<file path="src/rtl/cfg_irq_pkg.sv">
package cfg_irq_pkg;
  localparam logic OPT_ADDR  = 1'b0;
  localparam logic STAT_ADDR = 1'b1;

  typedef struct packed {
    logic optWr;
    logic pendSet;
    logic pendClr;
  } ctlStrobes_t;
endpackage

</file>
<file path="src/rtl/cfg_irq_ctrl.sv">
module cfg_irq_ctrl
  import cfg_irq_pkg::*;
#(
  parameter int WIN_CYCLES  = 64,
  parameter int SYNC_STAGES = 2
) (
  input  logic        clk,
  input  logic        rstN,
  input  logic        specialMode,
  input  logic        regAddr,
  input  logic        wrEn,
  input  logic        clrBit,
  input  logic        irqPinN,
  input  logic        edgeMode,
  output ctlStrobes_t strobes
);
  localparam int CNT_W = $clog2(WIN_CYCLES + 1);
  localparam logic [CNT_W-1:0] WIN_END = CNT_W'(WIN_CYCLES);

  logic [CNT_W-1:0]       cycleCnt;
  logic                   written;
  logic [SYNC_STAGES-1:0] syncQ;
  logic                   prevSync;
  logic                   pinSync;
  logic                   windowOpen;
  logic                   fallSeen;
  logic                   clrWrite;
  logic                   optWrite;

  // window counter, saturating at the window length
  always_ff @(posedge clk or negedge rstN) begin
    if (!rstN) cycleCnt <= '0;
    else if (cycleCnt != WIN_END) cycleCnt <= cycleCnt + 1'b1;
  end

  assign windowOpen = (cycleCnt < WIN_END) && !written;
  assign optWrite   = wrEn && (regAddr == OPT_ADDR) && (specialMode || windowOpen);

  always_ff @(posedge clk or negedge rstN) begin
    if (!rstN) written <= 1'b0;
    else if (optWrite && !specialMode) written <= 1'b1;
  end

  // pin synchronizer, idle high
  always_ff @(posedge clk or negedge rstN) begin
    if (!rstN) begin
      syncQ    <= '1;
      prevSync <= 1'b1;
    end else begin
      syncQ    <= {syncQ[SYNC_STAGES-2:0], irqPinN};
      prevSync <= syncQ[SYNC_STAGES-1];
    end
  end

  assign pinSync  = syncQ[SYNC_STAGES-1];
  assign fallSeen = prevSync && !pinSync;
  assign clrWrite = wrEn && (regAddr == STAT_ADDR) && clrBit;

  always_comb begin
    strobes.optWr = optWrite;
    if (edgeMode) begin
      strobes.pendSet = fallSeen;
      strobes.pendClr = clrWrite;
    end else begin
      strobes.pendSet = !pinSync;
      strobes.pendClr = pinSync;
    end
  end
endmodule

</file>
<file path="src/rtl/cfg_irq_dpath.sv">
module cfg_irq_dpath
  import cfg_irq_pkg::*;
#(
  parameter int             REG_W     = 8,
  parameter logic [REG_W-1:0] RESET_VAL = 8'h10,
  parameter int             EDGE_BIT  = 5
) (
  input  logic             clk,
  input  logic             rstN,
  input  ctlStrobes_t      strobes,
  input  logic             regAddr,
  input  logic [REG_W-1:0] wrData,
  input  logic             iMask,
  output logic [REG_W-1:0] rdData,
  output logic [REG_W-1:0] optQ,
  output logic             pendQ,
  output logic             edgeMode,
  output logic             irqReq
);
  always_ff @(posedge clk or negedge rstN) begin
    if (!rstN) optQ <= RESET_VAL;
    else if (strobes.optWr) optQ <= wrData;
  end

  // set wins over clear
  always_ff @(posedge clk or negedge rstN) begin
    if (!rstN) pendQ <= 1'b0;
    else if (strobes.pendSet) pendQ <= 1'b1;
    else if (strobes.pendClr) pendQ <= 1'b0;
  end

  assign edgeMode = optQ[EDGE_BIT];
  assign irqReq   = pendQ && !iMask;
  assign rdData   = (regAddr == OPT_ADDR) ? optQ : {{(REG_W-1){1'b0}}, pendQ};
endmodule

</file>
<file path="src/rtl/cfg_irq_unit.sv">
module cfg_irq_unit
  import cfg_irq_pkg::*;
#(
  parameter int WIN_CYCLES  = 64,
  parameter int SYNC_STAGES = 2,
  parameter int REG_W       = 8,
  parameter int EDGE_BIT    = 5
) (
  input  logic             clk,
  input  logic             rstN,
  input  logic             specialMode,
  input  logic             regAddr,
  input  logic             wrEn,
  input  logic [REG_W-1:0] wrData,
  output logic [REG_W-1:0] rdData,
  input  logic             irqPinN,
  input  logic             iMask,
  output logic             irqReq
);
  ctlStrobes_t      strobes;
  logic             edgeMode;
  logic [REG_W-1:0] optCur;
  logic             pendCur;

  cfg_irq_ctrl #(.WIN_CYCLES(WIN_CYCLES), .SYNC_STAGES(SYNC_STAGES)) u_ctrl (
    .clk(clk), .rstN(rstN), .specialMode(specialMode), .regAddr(regAddr),
    .wrEn(wrEn), .clrBit(wrData[0]), .irqPinN(irqPinN), .edgeMode(edgeMode),
    .strobes(strobes)
  );

  cfg_irq_dpath #(.REG_W(REG_W), .RESET_VAL(REG_W'(8'h10)), .EDGE_BIT(EDGE_BIT)) u_dp (
    .clk(clk), .rstN(rstN), .strobes(strobes), .regAddr(regAddr), .wrData(wrData),
    .iMask(iMask), .rdData(rdData), .optQ(optCur), .pendQ(pendCur),
    .edgeMode(edgeMode), .irqReq(irqReq)
  );
endmodule

</file>
<file path="config.mk">
export PLATFORM = sky130hd
export DESIGN_NAME = cfg_irq_unit
export DESIGN_NICKNAME = d
export VERILOG_FILES = /design/src/rtl/cfg_irq_pkg.sv /design/src/rtl/cfg_irq_ctrl.sv /design/src/rtl/cfg_irq_dpath.sv /design/src/rtl/cfg_irq_unit.sv
export SDC_FILE = /design/constraint.sdc
export NUM_CORES = 1
export LEC_CHECK = 0
export BUFFER_PORTS_ARGS = -buffer_cell sky130_fd_sc_hd__buf_4
export CAP_MARGIN = 0
export CORE_MARGIN = 5
export CORE_UTILIZATION = 42
export DETAILED_ROUTE_END_ITERATION = 8
export PLACE_DENSITY = 0.74
export SETUP_SLACK_MARGIN = 0.2
export SYNTH_ARGS = -nofsm -noshare
export SYNTH_HDL_FRONTEND = slang
export SYNTH_HIERARCHICAL = 1
export SYNTH_SLANG_ARGS = --single-unit
</file>
<file path="constraint.sdc">
create_clock -name clk -period 3 [get_ports clk]
set_input_delay 0.45 -clock clk [delete_from_list [all_inputs] [get_ports clk]]
set_output_delay 0.45 -clock clk [all_outputs]
set_load 0.02 [all_outputs]
</file>
## Word level (Yosys, flattened, before mapping)

Cells that the tools add are included.

| word-level totals | value |
|---|---|
| memory bits (writable) | 0 |
| bits of input ports | 15 |
| bits in latches | 0 |
| register bits | 20 |
| memories | 0 |
| output and inout bits | 9 |
| ROM bits | 0 |
| logic and storage cells | 28 |

| cells by class | value |
|---|---|
| reductions and logical operators | 14 |
| muxes and demuxes | 4 |
| div/mod/pow operators | 0 |
| equal/unequal tests | 1 |
| $lt $le $gt $ge | 1 |
| bitwise operators | 1 |
| $mul | 0 |
| add/sub/neg operators | 1 |
| shift-type cells | 0 |

Operators by type and width:

| kind | number |
|---|---|
| 1-bit logical AND | 8 |
| 8-bit two-way mux | 1 |
| 7-bit by 1-bit adder with 7-bit output (second input constant) | 1 |
| 7-bit < comparator (second input constant) | 1 |
| 7-bit != test (second input constant) | 1 |
| 1-bit zero test | 4 |
| 1-bit two-way mux | 2 |
| 2-bit two-way mux | 1 |
| 2-bit nonzero test | 1 |
| 1-bit logical OR | 1 |
| 1-bit NOT | 1 |

## Depth between registers and ports, before layout

| depth | value |
|---|---|
| depth in word-level cells | 5 |
| gate-level depth with buffers | 6 |
| mapped depth without buffers | 4 |

## Hierarchy

The synthesis kept the hierarchy.

Modules (own cells, without submodules):

| module | cells each | area an instance (um2) | instances | seq. area each (um2) |
|---|---|---|---|---|
| cfg_irq_ctrl | 42 | 495.5 | 1 | 279.0 |
| cfg_irq_dpath | 30 | 441.7 | 1 | 226.5 |

## Worst setup path after synthesis

No wires, ideal clock.

| timing path | value |
|---|---|
| kind | flip-flop to flip-flop |
| start | register u_ctrl.cycleCnt[6] |
| end | register u_dp.optQ[0] |
| slack | 1.667 ns |
| cell stages (with the launch flop) | 7 |
| arrival | 1.208 ns |
| clock period less this slack | 1.333 ns |
| library setup time | 0.125 ns |
| path buffers | 2 |
| required time | 2.875 ns |
| cells stage by stage | dfrtp_1 > nor2_1 > nor2_1 > nor3_1 > buf_4 > buf_6 > mux2_4 |

| between the ends | value |
|---|---|
| longest elaborated chain between the ends | 4 |

Ends and longest elaborated chain:

| element | RTL line | source |
|---|---|---|
| from (decl) | cfg_irq_ctrl.sv:20 | `logic [CNT_W-1:0] cycleCnt;` |
| from (signal assigned) | cfg_irq_ctrl.sv:33 | `else if (cycleCnt != WIN_END) cycleCnt <= cycleCnt + 1'b1;` |
| 7-bit < comparator | cfg_irq_ctrl.sv:36 | `assign windowOpen = (cycleCnt < WIN_END) && !written;` |
| 1-bit logical AND | cfg_irq_ctrl.sv:36 |  |
| 1-bit logical OR | cfg_irq_ctrl.sv:37 | `assign optWrite = wrEn && (regAddr == OPT_ADDR) && (specialMode \|\| windowOpen);` |
| 1-bit logical AND | cfg_irq_ctrl.sv:37 |  |
| net u_ctrl.optWrite | cfg_irq_ctrl.sv:28 | `logic optWrite;` |
| to (signal assigned) | cfg_irq_dpath.sv:22 | `else if (strobes.optWr) optQ <= wrData;` |
| to (decl) | cfg_irq_dpath.sv:15 | `output logic [REG_W-1:0] optQ,` |

The timed path passes the listed nets, and every way through them passes these cells.
A chain may end at the register's enable or synchronous reset.

==> results.json <==
{
  "wl_per_cell_um": 12.30,
  "syn_area_sq_um": 929.6,
  "cts_inserted_buffers": 3,
  "rr_worst_depth": 5,
  "postSynthCellCount": 71,
  "worst_slew_pin_slew_ps": 474.0,
  "clk_pin_slew_ps": 110,
  "startpoint_type": "register",
  "ios": 24,
  "crit_top_cell": "nor2_1",
  "setup_violations": 0,
  "syn2layout_area_growth_pct": 23.96,
  "vias_per_cell": 4.776,
  "routed_wl_um": 1537,
  "critPathArrivalTime_ps": 1840,
  "hold_viol_final": 0,
  "reg2reg_from": "u_ctrl/cycleCnt[6]$_DFFE_PN0N_",
  "cp_max_fo": 6,
  "drc": 0,
  "synth_area_per_cell_sq_um": 13.09,
  "post_cts_buffers": 0,
  "maxCapViolations": 0,
  "cts-resized-gates": 0,
  "root_buffer": "clkbuf_4",
  "r2r-end": "u_dp/optQ[7]$_DFFE_PN0P_",
  "n_antenna_cell": 0,
  "first_global_vias": 609,
  "p_per_area_nw_per_um2": 486.0,
  "hold_path.class": "in -> async",
  "fp-row-count": 17,
  "clkLatencyLatePin_ps": 290,
  "period_needed_ps": 1650,
  "dieWidth_um": 57.05,
  "whs_ps": 12.51,
  "rsz0062_at_grt": "false",
  "firstDrtPassIters": 3,
  "grt_util_all_layers_pct": 10.31,
  "antenna_found_initial": 0,
  "fin_cells": 125,
  "vdd_drop_max_mv": 0.2203,
  "gp_congestion": 0.7673,
  "crit_required_ps": 3190,
  "critPathSlowestCell": "dfrtp_1",
  "crit_chain": "nor2_1, nor2_1, nor3_1, buf_4, mux2_4",
  "grt_max_degree": 21,
  "io_buffers": 23,
  "dp_cells": 121,
  "detailed_place_hpwl_um": 1138,
  "grt-ovfl-total": 0,
  "h-tree-depth": 1,
  "cts.sinks": 20,
  "clk_path_buf_depth": 2,
  "drv_slew": 0,
  "start_util_pct": 42.85,
  "p_leak_nw": 0.5499,
  "max_stage_delay_ps": 460,
  "cts_tree": "done",
  "dieArea_sq_um": 3254,
  "r2r_slack_ps": 1350,
  "synth_nets": 88,
  "fin_nets": 115,
  "tns_ps": 0,
  "drt_iter0_markers": 2,
  "cts_hold_buf": 0,
  "fmax_mhz": 606.0,
  "ant_nets": 0,
  "drive_gt1_share_pct": 45.36,
  "utilization_pct": 53.11,
  "min_period_over_period_pct": 55.00,
  "finClkSkew_ps": 7.657,
  "yosys_warnings": 6,
  "coreArea_sq_um": 2170,
  "mostFrequentLayoutCells": "buf_4 (24), dfrtp_1 (16), mux2_4 (9)",
  "outcome": "finished, final reports clean",
  "via_count": 597,
  "slew_headroom_pct": 68.16,
  "design_area_sq_um": 1152,
  "endpoint_kind": "register",
  "crit_type": "reg -> reg",
  "layout_commonest_cell": "buf_4",
  "grt_first_pass_wirelength_um": 2628,
  "die_y_um": 57.05,
  "dpl_cell_area_sq_um": 1126
}
-- critical path, delay by kind of cell (launching register included) --
family | cells | cell delay (ps)
buffers and inverters | 1 | 270
muxes | 1 | 310
DFF | 1 | 460
and+or+nand+nor | 3 | 520
-- worst max path at each step --
stage	from	depth (start not counted)	to	slack, ps
3_5_place_dp	regAddr	4	u_dp/optQ[1]$_DFFE_PN0P_	1260
3_3_place_gp	regAddr	4	u_dp/optQ[1]$_DFFE_PN0P_	1300
6_report	u_ctrl/cycleCnt[6]$_DFFE_PN0N_	5	u_dp/optQ[7]$_DFFE_PN0P_	1350
2_1_floorplan	u_ctrl/cycleCnt[6]$_DFFE_PN0N_	6	u_dp/optQ[0]$_DFFE_PN0P_	1670
4_1_cts	u_ctrl/cycleCnt[6]$_DFFE_PN0N_	5	u_dp/optQ[6]$_DFFE_PN0P_	1350
5_1_grt	u_ctrl/cycleCnt[6]$_DFFE_PN0N_	5	u_dp/optQ[7]$_DFFE_PN0P_	1230
-- per-layer routing --
layer  share of wire, %  track usage (%)
met5                  0                0
met2                 46            17.13
met3                7.9            3.846
met1                 46            11.63
met4                  0            4.967
-- stage by stage --
stage / total power, W / setup WS [ps]
floorplan: 0.0003877 / 1667
global placement: 0.0004395 / 1299
detailed placement: 0.0004406 / 1263
CTS: 0.0005713 / 1349
global route: 0.0005942 / 1233
finish: 0.0005600 / 1350
-- power breakdown --
| part | leakage, nW | internal (W) | switching [W] | total (W) |
|---|---|---|---|---|
| sequential | 0.228 | 0.000298 | 0.0000141 | 0.000312 |
| clock | 0.0150 | 0.0000516 | 0.0000740 | 0.000126 |
| combinational | 0.307 | 0.0000721 | 0.0000503 | 0.000122 |
-- final cells by class --
type,count,area [sq um]
clock buffer,4,26.28
fill,208,1017
inverter,7,26.28
multi-input combinational,42,379.1
sequential,20,505.5
tap,28,35.03
timing repair buffer,24,180.2
-- registers in the layout (all words and copies together) (netlist names) --
signal	cells
u_ctrl/syncQ	2
u_ctrl/prevSync	1
u_ctrl/cycleCnt	7
u_dp/optQ	8
u_ctrl/written	1
u_dp/pendQ	1
(Power assumes the default switching activity.)
